===== src/rtl/muldiv_seq.sv =====
module muldiv_seq #(
  parameter int W = 32,
  localparam int CW = $clog2(W + 3)
) (
  input  logic          clk,
  input  logic          rst_n,
  input  logic          start,
  input  logic          op_div,
  input  logic [W-1:0]  word_a,
  input  logic [W-1:0]  word_l,
  input  logic [W-1:0]  word_b,
  output logic          busy,
  output logic          done,
  output logic          div_trap,
  output logic [CW-1:0] ucyc,
  output logic [2:0]    alu_op,
  output logic [2:0]    a_off,
  output logic [2:0]    b_off,
  output logic [2:0]    c_off,
  output logic          c_wr,
  output logic [1:0]    sp_delta,
  output logic [W-1:0]  res_hi,
  output logic [W-1:0]  res_lo
);
  localparam int MUL_LAST = W / 2 + 1;
  localparam int DIV_LAST = W + 2;
  localparam logic [2:0] OP_NOP = 3'd0, OP_LDMQ = 3'd1, OP_MSTEP = 3'd2,
                         OP_DSTEP = 3'd3, OP_RDMQ = 3'd4, OP_CHK = 3'd5;
  localparam logic [2:0] M1 = 3'b111, M2 = 3'b110;

  logic         is_div;
  logic [W-1:0] x_q, l_q, d_q, acc, mq;
  logic [W+1:0] msum;
  logic [W-1:0] dsub;
  logic         dfit;

  assign msum = {2'b00, acc}
              + (mq[0] ? {2'b00, d_q} : '0)
              + (mq[1] ? {1'b0, d_q, 1'b0} : '0);
  assign dfit = {acc, mq[W-1]} >= {1'b0, d_q};
  assign dsub = W'({acc, mq[W-1]} - {1'b0, d_q});
  assign res_hi = acc;
  assign res_lo = mq;

  always_comb begin
    alu_op = OP_NOP; a_off = '0; b_off = '0; c_off = '0;
    c_wr = 1'b0; sp_delta = 2'b00; done = 1'b0; div_trap = 1'b0;
    if (busy) begin
      if (!is_div) begin
        if (ucyc == '0) begin
          alu_op = OP_LDMQ; b_off = M1; c_off = M1; c_wr = 1'b1;
        end else if (ucyc == CW'(MUL_LAST)) begin
          alu_op = OP_RDMQ; c_wr = 1'b1; done = 1'b1;
        end else begin
          alu_op = OP_MSTEP; a_off = M1; c_off = M1; c_wr = 1'b1;
        end
      end else begin
        if (ucyc == '0) begin
          alu_op = OP_CHK; a_off = M2;
          div_trap = x_q >= d_q;
        end else if (ucyc == CW'(1)) begin
          alu_op = OP_LDMQ; a_off = M2; b_off = M1; c_off = M1; c_wr = 1'b1;
        end else if (ucyc == CW'(DIV_LAST)) begin
          alu_op = OP_RDMQ; c_off = M2; c_wr = 1'b1; sp_delta = 2'b11;
          done = 1'b1;
        end else begin
          alu_op = OP_DSTEP; a_off = M1; c_off = M1; c_wr = 1'b1;
        end
      end
    end
  end

  always_ff @(posedge clk or negedge rst_n) begin
    if (!rst_n) begin
      busy <= 1'b0; is_div <= 1'b0; ucyc <= '0;
      x_q <= '0; l_q <= '0; d_q <= '0; acc <= '0; mq <= '0;
    end else if (!busy) begin
      if (start) begin
        busy <= 1'b1; is_div <= op_div; ucyc <= '0;
        x_q <= word_a; l_q <= word_l; d_q <= word_b;
      end
    end else begin
      case (alu_op)
        OP_LDMQ: begin
          acc <= is_div ? x_q : '0;
          mq  <= is_div ? l_q : x_q;
        end
        OP_MSTEP: begin
          acc <= msum[W+1:2];
          mq  <= {msum[1:0], mq[W-1:2]};
        end
        OP_DSTEP: begin
          acc <= dfit ? dsub : {acc[W-2:0], mq[W-1]};
          mq  <= {mq[W-2:0], dfit};
        end
        default: ;
      endcase
      if (done || div_trap) busy <= 1'b0;
      ucyc <= ucyc + 1'b1;
    end
  end

  p_idle_quiet_r1: assert property (@(posedge clk) disable iff (!rst_n)
    !busy |-> (alu_op == OP_NOP && !done && !div_trap && sp_delta == 2'b00));

  p_done_in_busy_r2: assert property (@(posedge clk) disable iff (!rst_n)
    done |-> busy);

  p_busy_holds_r2: assert property (@(posedge clk) disable iff (!rst_n)
    (busy && !done && !div_trap) |=> busy);

  p_ends_release_r2: assert property (@(posedge clk) disable iff (!rst_n)
    (done || div_trap) |=> !busy);

  p_cycle_steps_r3: assert property (@(posedge clk) disable iff (!rst_n)
    (busy && !done && !div_trap) |=> ucyc == $past(ucyc) + 1'b1);

  p_trap_first_r5: assert property (@(posedge clk) disable iff (!rst_n)
    div_trap |-> (busy && is_div && ucyc == '0));

  p_pop_at_end_r6: assert property (@(posedge clk) disable iff (!rst_n)
    (sp_delta != 2'b00) |-> (done && is_div));

  p_kind_stable_r8: assert property (@(posedge clk) disable iff (!rst_n)
    (busy && !done && !div_trap) |=> ($stable(is_div) && $stable(d_q)));
endmodule


===== config.mk =====
export PLATFORM = sky130hd
export DESIGN_NAME = muldiv_seq
export DESIGN_NICKNAME = d
export VERILOG_FILES = /design/src/rtl/muldiv_seq.sv
export SDC_FILE = /design/constraint.sdc
export NUM_CORES = 1
export LEC_CHECK = 0
export BUFFER_PORTS_ARGS = -buffer_cell sky130_fd_sc_hd__buf_2
export CAP_MARGIN = 0
export CORE_ASPECT_RATIO = 1.2
export CORE_MARGIN = 5
export CORE_UTILIZATION = 55
export DETAILED_ROUTE_END_ITERATION = 10
export GPL_TIMING_DRIVEN = 1
export PLACE_DENSITY = 0.77
export SLEW_MARGIN = 20
export SYNTH_ARGS = -nofsm -noshare
export SYNTH_HDL_FRONTEND = slang
export SYNTH_SLANG_ARGS = --single-unit

===== constraint.sdc =====
create_clock -name clk -period 10.7 [get_ports clk]
set_input_delay 0.535 -clock clk [delete_from_list [all_inputs] [get_ports clk]]
set_output_delay 0.535 -clock clk [all_outputs]
set_load 0.05 [all_outputs]

Word-level counts from Yosys, hierarchy flattened
Index checks and enable logic that the tools add are counted.

Add/sub/neg operators: 4. Multiply operators: 0. Divide/modulo/power cells: 0. $lt $le $gt $ge: 2. Equal/unequal tests: 6. Shift-type cells: 0. Muxes and demuxes: 55. Bitwise gates (word level): 1. Reduce and logical (&&, ||, !) cells: 6.

Operators with widths (count): case mux 32 bit (3 select lines) (2); 2-to-1 mux 32 bit (4); 2-to-1 mux 3 bit (23); adder 33 x 33 -> 34 bit (1); adder 32 x 32 -> 33 bit (1); greater-or-equal comparator 33 x 32 -> 1 bit (1); 2-to-1 mux 33 bit (1); greater-or-equal comparator 32 bit (1); subtractor 32 bit (1); 2-to-1 mux 1 bit (18); 2-to-1 mux 6 bit (2); 2-to-1 mux 2 bit (5); adder 6 x 1 -> 6 bit (second input constant) (1); == test 3 x 2 -> 1 bit (second input constant) (2); == test 6 x 1 -> 1 bit (second input constant) (1); == test 6 x 5 -> 1 bit (second input constant) (1); == test 6 bit (second input constant) (1); zero test 6 bit (1); AND reduction 2 bit (2); == test 3 x 1 -> 1 bit (second input constant) (1); nonzero test 3 bit (1); nonzero test 2 bit (1); logical OR 1 bit (1); NOT 1 bit (1).

Register bits after elaboration: 168. Latch bits: 0. Memory bits (writable): 0. Bits in read-only memories: 0. Input bits: 100. Memories: 0.

Logic depth before layout (Yosys ltp)
Gate-level depths: netlist of the first run.

Depth after elaboration: 9. Gate-level depth with buffers: 15. Gate-level depth less buffers: 14.

Least setup slack after synthesis of the first run
No wires, ideal clock.

Kind: flip-flop to output port. Start point: register is_div. End point: output b_off[1]. Data arrival time: 3389 ps. Data required time: 10165 ps. Slack: 6776 ps. Stages on the path, launching flop included: 8. Buffers on the path: 3. Path through: dfrtp_1 > buf_1 > buf_1 > nand2_1 > nor2_1 > a21oi_1 > nor4_1 > buf_4.

Cells in the longest elaborated chain, start to end: 2.

RTL lines: start, declared (line 31) `logic is_div;`; start signal, assigned (line 75) `busy <= 1'b0; is_div <= 1'b0; ucyc <= '0;`; start signal, assigned (line 79) `busy <= 1'b1; is_div <= op_div; ucyc <= '0;`; 2-to-1 mux 3 bit (line 49) `if (!is_div) begin`; 2-to-1 mux 3 bit (line 48) `if (busy) begin`; end, declared (line 18) `output logic [2:0] b_off,`.

Every way passes these cells.

Worst setup path after layout of the first run
Start point: register x_q[10]. End point: output div_trap.

Cells in the longest elaborated chain, start to end: 4.

RTL lines: start, declared (line 32) `logic [W-1:0] x_q, l_q, d_q, acc, mq;`; start signal, assigned (line 80) `x_q <= word_a; l_q <= word_l; d_q <= word_b;`; greater-or-equal comparator 32 bit (line 60) `div_trap = x_q >= d_q;`; 2-to-1 mux 1 bit (line 58) `if (ucyc == '0) begin`; 2-to-1 mux 1 bit (line 49); 2-to-1 mux 1 bit (line 48); end, declared (line 14) `output logic div_trap,`.

Every way passes these cells.

==> metrics.txt, run 1 <==
fin nets=2019; RSZ-0062 raised after global routing=no; hold crit path type=in -> async; GPL Wtd Cong=0.957; Post-Route Setup TNS=0 ps; die width=around 150 µm; layout cells sized above 1=15.4%; simple-gate share of the synthesized area=a little over a fifth; vias in the first global route=roughly 13k; Post-CTS Repair Setup Buffers=0; Detailed Routing Iterations Pass 1=5; H-tree depth=4; XOR/XNOR Fraction of Synth Area=3.15%; Worst Setup Start Kind=flop; Top Ports=188; post-synth top area cell=dfrtp_1; CTS root buffer=clkbuf_16; Post-synth EDFFs=0; Crit Path Category=reg -> out; crit path buf inv count=1; worst-path cell chain=ha_1 -> a21oi_1 -> nor2b_1 -> a2111oi_0 -> o21ai_0 -> a31oi_1 -> nor4b_1 -> nor4_1 -> buf_2; adder-cell share of the synthesized area=14.1%; synth cell count leaders=nand2_1, dfrtp_1, a21oi_1, o21ai_0, ha_1; die area=roughly 28000 µm²; num rows=63; Final Slew Violations=0; Critical Path Start=x_q[10]; Max-Cap Viols=0; # diodes=0; Setup crit end kind=primary output; Final Critical Period=4390 ps; Initial Util=55.4%; Post-route DRC=0; status=complete, no violations; post-synthesis compound-gate area fraction=21.1%; Synth-to-Final Area Change=12.0%; CP top delay family=compound AO/OA/AOI/OAI gates; top-count cell post-synth=nand2_1; Mapped Cells=around 1.7k; worst r2r src=res_lo[0]; largest net degree at the start of global routing=85; Via density=6.19; DRT antenna net count=0; die height=approximately 180 µm; Final Cycle Share=about two fifths; Total Wirelength=42600 µm; clock tree from TritonCTS=yes; reg2reg setup slack=between 6000 and 7000 ps; synth unique cells=71; CP Data Arrival Time=between 3000 and 4000 ps; Tightest Pin Transition=1050 ps; Crit-path slowest cell=nor4b_1; routed len/inst=20.1 µm; Syn Area/Cell=8.18 µm²; YS warnings=0; max incr delay on CP=approximately 760 ps; CTS hold repair buffers=0; CTS resizes=0; R2R Path End=res_hi[15]; gr ovfl total=0; Fin Hold WS=36.3 ps; total track usage=30.1%; Setup Viol. Count Final=0; WP data required=10170 ps; Iter 0 DRT Violations=around 1.3k; ranking of synthesized cells by area=dfrtp_1, ha_1, nand2_1, a21oi_1, fa_1; Max Fanout on Critical Path=4; FF-to-FF path depth=14; mapped cell area=13600 µm²; DP HPWL=~32000 µm; Synthesized Nets=approximately 1.9k; asr flop ratio synth=100%; final hold violation count=0; core area=24600 µm²; CTS max path bufs=2; later-pin clock latency in the skew report=about 450 ps; total CTS buffers=17; main combinational cell family by area after synthesis=simple AND/OR/NAND/NOR gates; Num Clock Sinks=168; slew margin rel.=30.2%; fmax=roughly 0.23 GHz; Max Clock Skew=approximately 7.4 ps; post-synth top area share=between 30% and 40%; Clock transition at path regs=~70 ps; Yosys reg bits=168; post-synthesis mux area share=4.82%; number of port buffers=187; vias=13.1k; antenna violations before repair=1; global-route wire length before repair=68000 µm; post-synthesis sequential area ratio=approximately 30%; top_reg_cell synth=dfrtp_1
## state kept, by name, indices dropped and copies added, names as in the netlist
| signal | count |
|---|---|
| d_q | 32 |
| is_div | 1 |
| ucyc | 6 |
| res_lo | 32 |
| x_q | 32 |
| l_q | 32 |
| res_hi | 32 |
| busy | 1 |
## cells in the final DEF, fill, tap and decap left out, types with 17 or more instances in the layout
cell type,Yosys,routed
o21ai_0,131,131
nor3_1,26,26
ha_1,101,101
mux2_2,29,29
mux2i_1,33,33
xor2_1,18,18
fa_1,33,33
buf_2,13,186
nor2_1,93,91
a21oi_1,132,132
a21o_1,48,48
a221oi_1,26,26
nand3_1,30,29
nand4_1,22,22
inv_1,59,58
nand2_1,332,331
xnor2_1,31,31
clkbuf_16,0,17
and2_1,70,70
dfrtp_1,168,167
## per-stage QoR
stage | setup WS [ps] | instances | cell area (µm²) | util (%)
finish | 6310 | 2123 | 15300 | 62.1
global route | 5970 | 2123 | 15300 | 62.1
CTS | 6360 | 2123 | 15300 | 62.1
detailed placement | 6440 | 2091 | 14700 | 59.7
global placement | 6560 | 2091 | 14700 | 59.7
floorplan | 6780 | 1668 | 13600 | -
## cells by family (layout without fill, tap and decap cells)
| kind of cell | count (synthesis) | after routing |
|---|---|---|
| simple gates | 636 | 636 |
| compound gates | 459 | 459 |
| flops | 168 | 168 |
| buf+inv | 160 | 290 |
| fa+ha+maj | 134 | 134 |
| mux | 62 | 62 |
| xor+xnor | 49 | 49 |
## layout make-up
class / instances / area (µm²)
clock buffers: 20 / 447
fillers: 2198 / 9330
inverters: 59 / 223
multi-input cells: 1340 / 8810
well taps: 325 / 407
flip-flops and latches: 168 / 4210
repair buffers: 199 / 1030
clock inverters: 12 / 143
## how the worst max path moves through the flow
stage                 end  slack [ps]  cells past startpoint
4_1_cts          div_trap        6360                      9
2_1_floorplan    b_off[1]        6780                      7
6_report         div_trap        6310                      9
3_5_place_dp   res_hi[15]        6440                     14
5_1_grt        res_hi[15]        5970                     14
3_3_place_gp   res_hi[15]        6560                     14
## worst reg2reg max path, delay by kind of cell, from the launching register on
| family | cells | cell delay [ps] |
|---|---|---|
| compound gates | 7 | 1700 |
| simple gates | 2 | 560 |
| buf+inv | 1 | 60 |
| xor+xnor | 1 | 100 |
| flops | 1 | 760 |
| fa+ha+maj | 3 | 1080 |
## layer usage
| metal | track usage, % | routed length, µm | vias up |
|---|---|---|---|
| li1 | - | - | 6116 |
| met3 | 5.67 | 3470 | 147 |
| met1 | 38.7 | 16900 | 6264 |
| met4 | 13.2 | 1910 | 0 |
| met5 | 0 | 0 | - |
| met2 | 49.6 | 20300 | 618 |
Power of run 1 is left out: the tool's default activity adds up to more than one toggle a clock period on the data nets, which glitch-free logic cannot reach.
==> inputs of run 2 (changes only) <==
==> constraint.sdc (replaced) <==
create_clock -name clk -period 4.3 [get_ports clk]
set_input_delay 0.215 -clock clk [delete_from_list [all_inputs] [get_ports clk]]
set_output_delay 0.215 -clock clk [all_outputs]
set_load 0.05 [all_outputs]
==> run 2 against run 1 <==
Net effect: first-iteration DRC count up 6.7%; flip-flop and latch count unchanged; register-to-register slack worse by 6100 ps; largest cell class unchanged; non-clock buffer count up 100; utilization up 4.2 points; wire length up 8.4%; die area unchanged; worst setup slack worse by 6100 ps.
==> metrics.txt, run 2 (same netlist as run 1, synthesis figures left out) <==
# diodes=0 (unchanged); CTS resizes=0 (unchanged); CTS root buffer=clkbuf_16; Post-route DRC=0 (unchanged); Final Slew Violations=0 (unchanged); vias=13.6k (+3.6%); most frequent cells in the layout=nand2_1, buf_2, dfrtp_1; WP data required=4090 ps (-6080 ps); Synth-to-Final Area Change=19.5%; later-pin clock latency in the skew report=450 ps (about the same); Setup Viol. Count Final=0 (unchanged); CTS hold repair buffers=85 (+85); Post-DP Area=14800 µm² (+0.94%); vias in the first global route=13.5k (+4.4%); Post-Route Setup TNS=0 ps (unchanged); total CTS buffers=17 (unchanged); Final Cycle Share=between 90% and 100%; largest net degree at the start of global routing=110 (+29%); DP HPWL=33200 µm (+5.2%); num rows=63 (unchanged); CTS max path bufs=2 (unchanged); routed len/inst=20.8 µm (+3.5%); Max Clock Skew=14.1 ps (+6.75 ps); Top Ports=188 (unchanged); Setup crit end kind=primary output; cell count after placement=2106 (+0.72%); core area=24600 µm² (unchanged); clock tree from TritonCTS=yes; hold crit path type=in -> reg; H-tree depth=4 (unchanged); Detailed Routing Iterations Pass 1=5 (unchanged); global-route wire length before repair=72500 µm (+6.7%); total track usage=32.3% (+2.2 points); RSZ-0062 raised after global routing=no; number of port buffers=187 (unchanged); status=complete, no violations; Post-CTS Repair Setup Buffers=0 (unchanged); Max Fanout on Critical Path=4 (unchanged); DRT antenna net count=0 (unchanged); die area=28100 µm² (unchanged); final hold violation count=0 (unchanged); Via density=6.13 (-1.0%); layout cells sized above 1=15.5% (+0.084 points); fmax=0.248 GHz; Num Clock Sinks=168 (unchanged); Clock transition at path regs=70 ps (about the same); slew margin rel.=38.4% (+8.2 points); Tightest Pin Transition=922 ps (-125 ps); final instance area=16300 µm² (+6.8%); Max-Cap Viols=0 (unchanged); Iter 0 DRT Violations=1351 (+6.7%); Final Critical Period=between 4000 and 5000 ps; CP Data Arrival Time=3820 ps (-30 ps); gr ovfl total=0 (unchanged); antenna violations before repair=0 (-1); die height=182 µm (unchanged); DP Worst Slack=276 ps (-6170 ps); Crit Path Category=reg -> out; non-filler instance count after layout=2223 (+4.7%); fin nets=2119 (+5.0%); Fillers=2075 (-5.6%); Worst Setup Start Kind=flop; GPL Wtd Cong=0.955 (-0.29%); Final Worst Setup Slack=261 ps (-6050 ps); die width=154 µm (unchanged); Total Wirelength=46200 µm (+8.4%); Initial Util=55.4% (unchanged); commonest non-fill, non-tap cell in the layout=nand2_1
run 2: per-stage QoR:
step / utilization, % / hold WS [ps]
2_1_floorplan: - / -80.6
3_3_place_gp: 60.2 / 236
3_5_place_dp: 60.2 / 234
4_1_cts: 66.3 / 2.83
5_1_grt: 66.3 / 2.23
6_report: 66.3 / 8.27
run 2: cell type report:
type                            count  area [µm²]  share of cell area, %
Clock buffer                       17         425                   2.61
Clock inverter                     15         209                   1.28
Inverter                           59         221                   1.36
Multi-Input combinational cell   1340        8810                   54.1
Sequential cell                   168        4210                   25.8
Tap cell                          325         407                   2.49
Timing Repair Buffer              299        2020                   12.4
run 2: final timing paths:
| path | startpoint | end | slack (ps) | cells after the start |
|---|---|---|---|---|
| worst min register to register | l_q[10] | l_q[10] | 480 | 2 |
| min in group asynchronous | rst_n | d_q[11] | 310 | 2 |
| worst min-delay path | word_b[3] | d_q[3] | 8 | 3 |
| worst max register to register | res_lo[1] | res_hi[15] | 260 | 14 |
| max in group asynchronous | rst_n | ucyc[5] | 2960 | 3 |
| worst max-delay path | x_q[10] | div_trap | 260 | 10 |
run 2: metal layers:
layer | GRT usage [%] | vias to the layer above | part of all wire (%)
met5 | 0 | - | 0
met4 | 14.2 | 0 | 4.6
met3 | 5.60 | 136 | 7.9
met2 | 55.0 | 646 | 48
met1 | 40.4 | 6526 | 39
li1 | - | 6314 | -
run 2: critical path: stages (launching register included):
cell,delay [ps]
dfrtp_1,460
ha_1,340
a21oi_1,170
nor2b_1,70
a2111oi_0,720
o21ai_0,320
a31oi_1,460
nor4b_1,350
buf_4,210
nor4_1,60
buf_2,220
Power of run 2 is left out for the same reason.
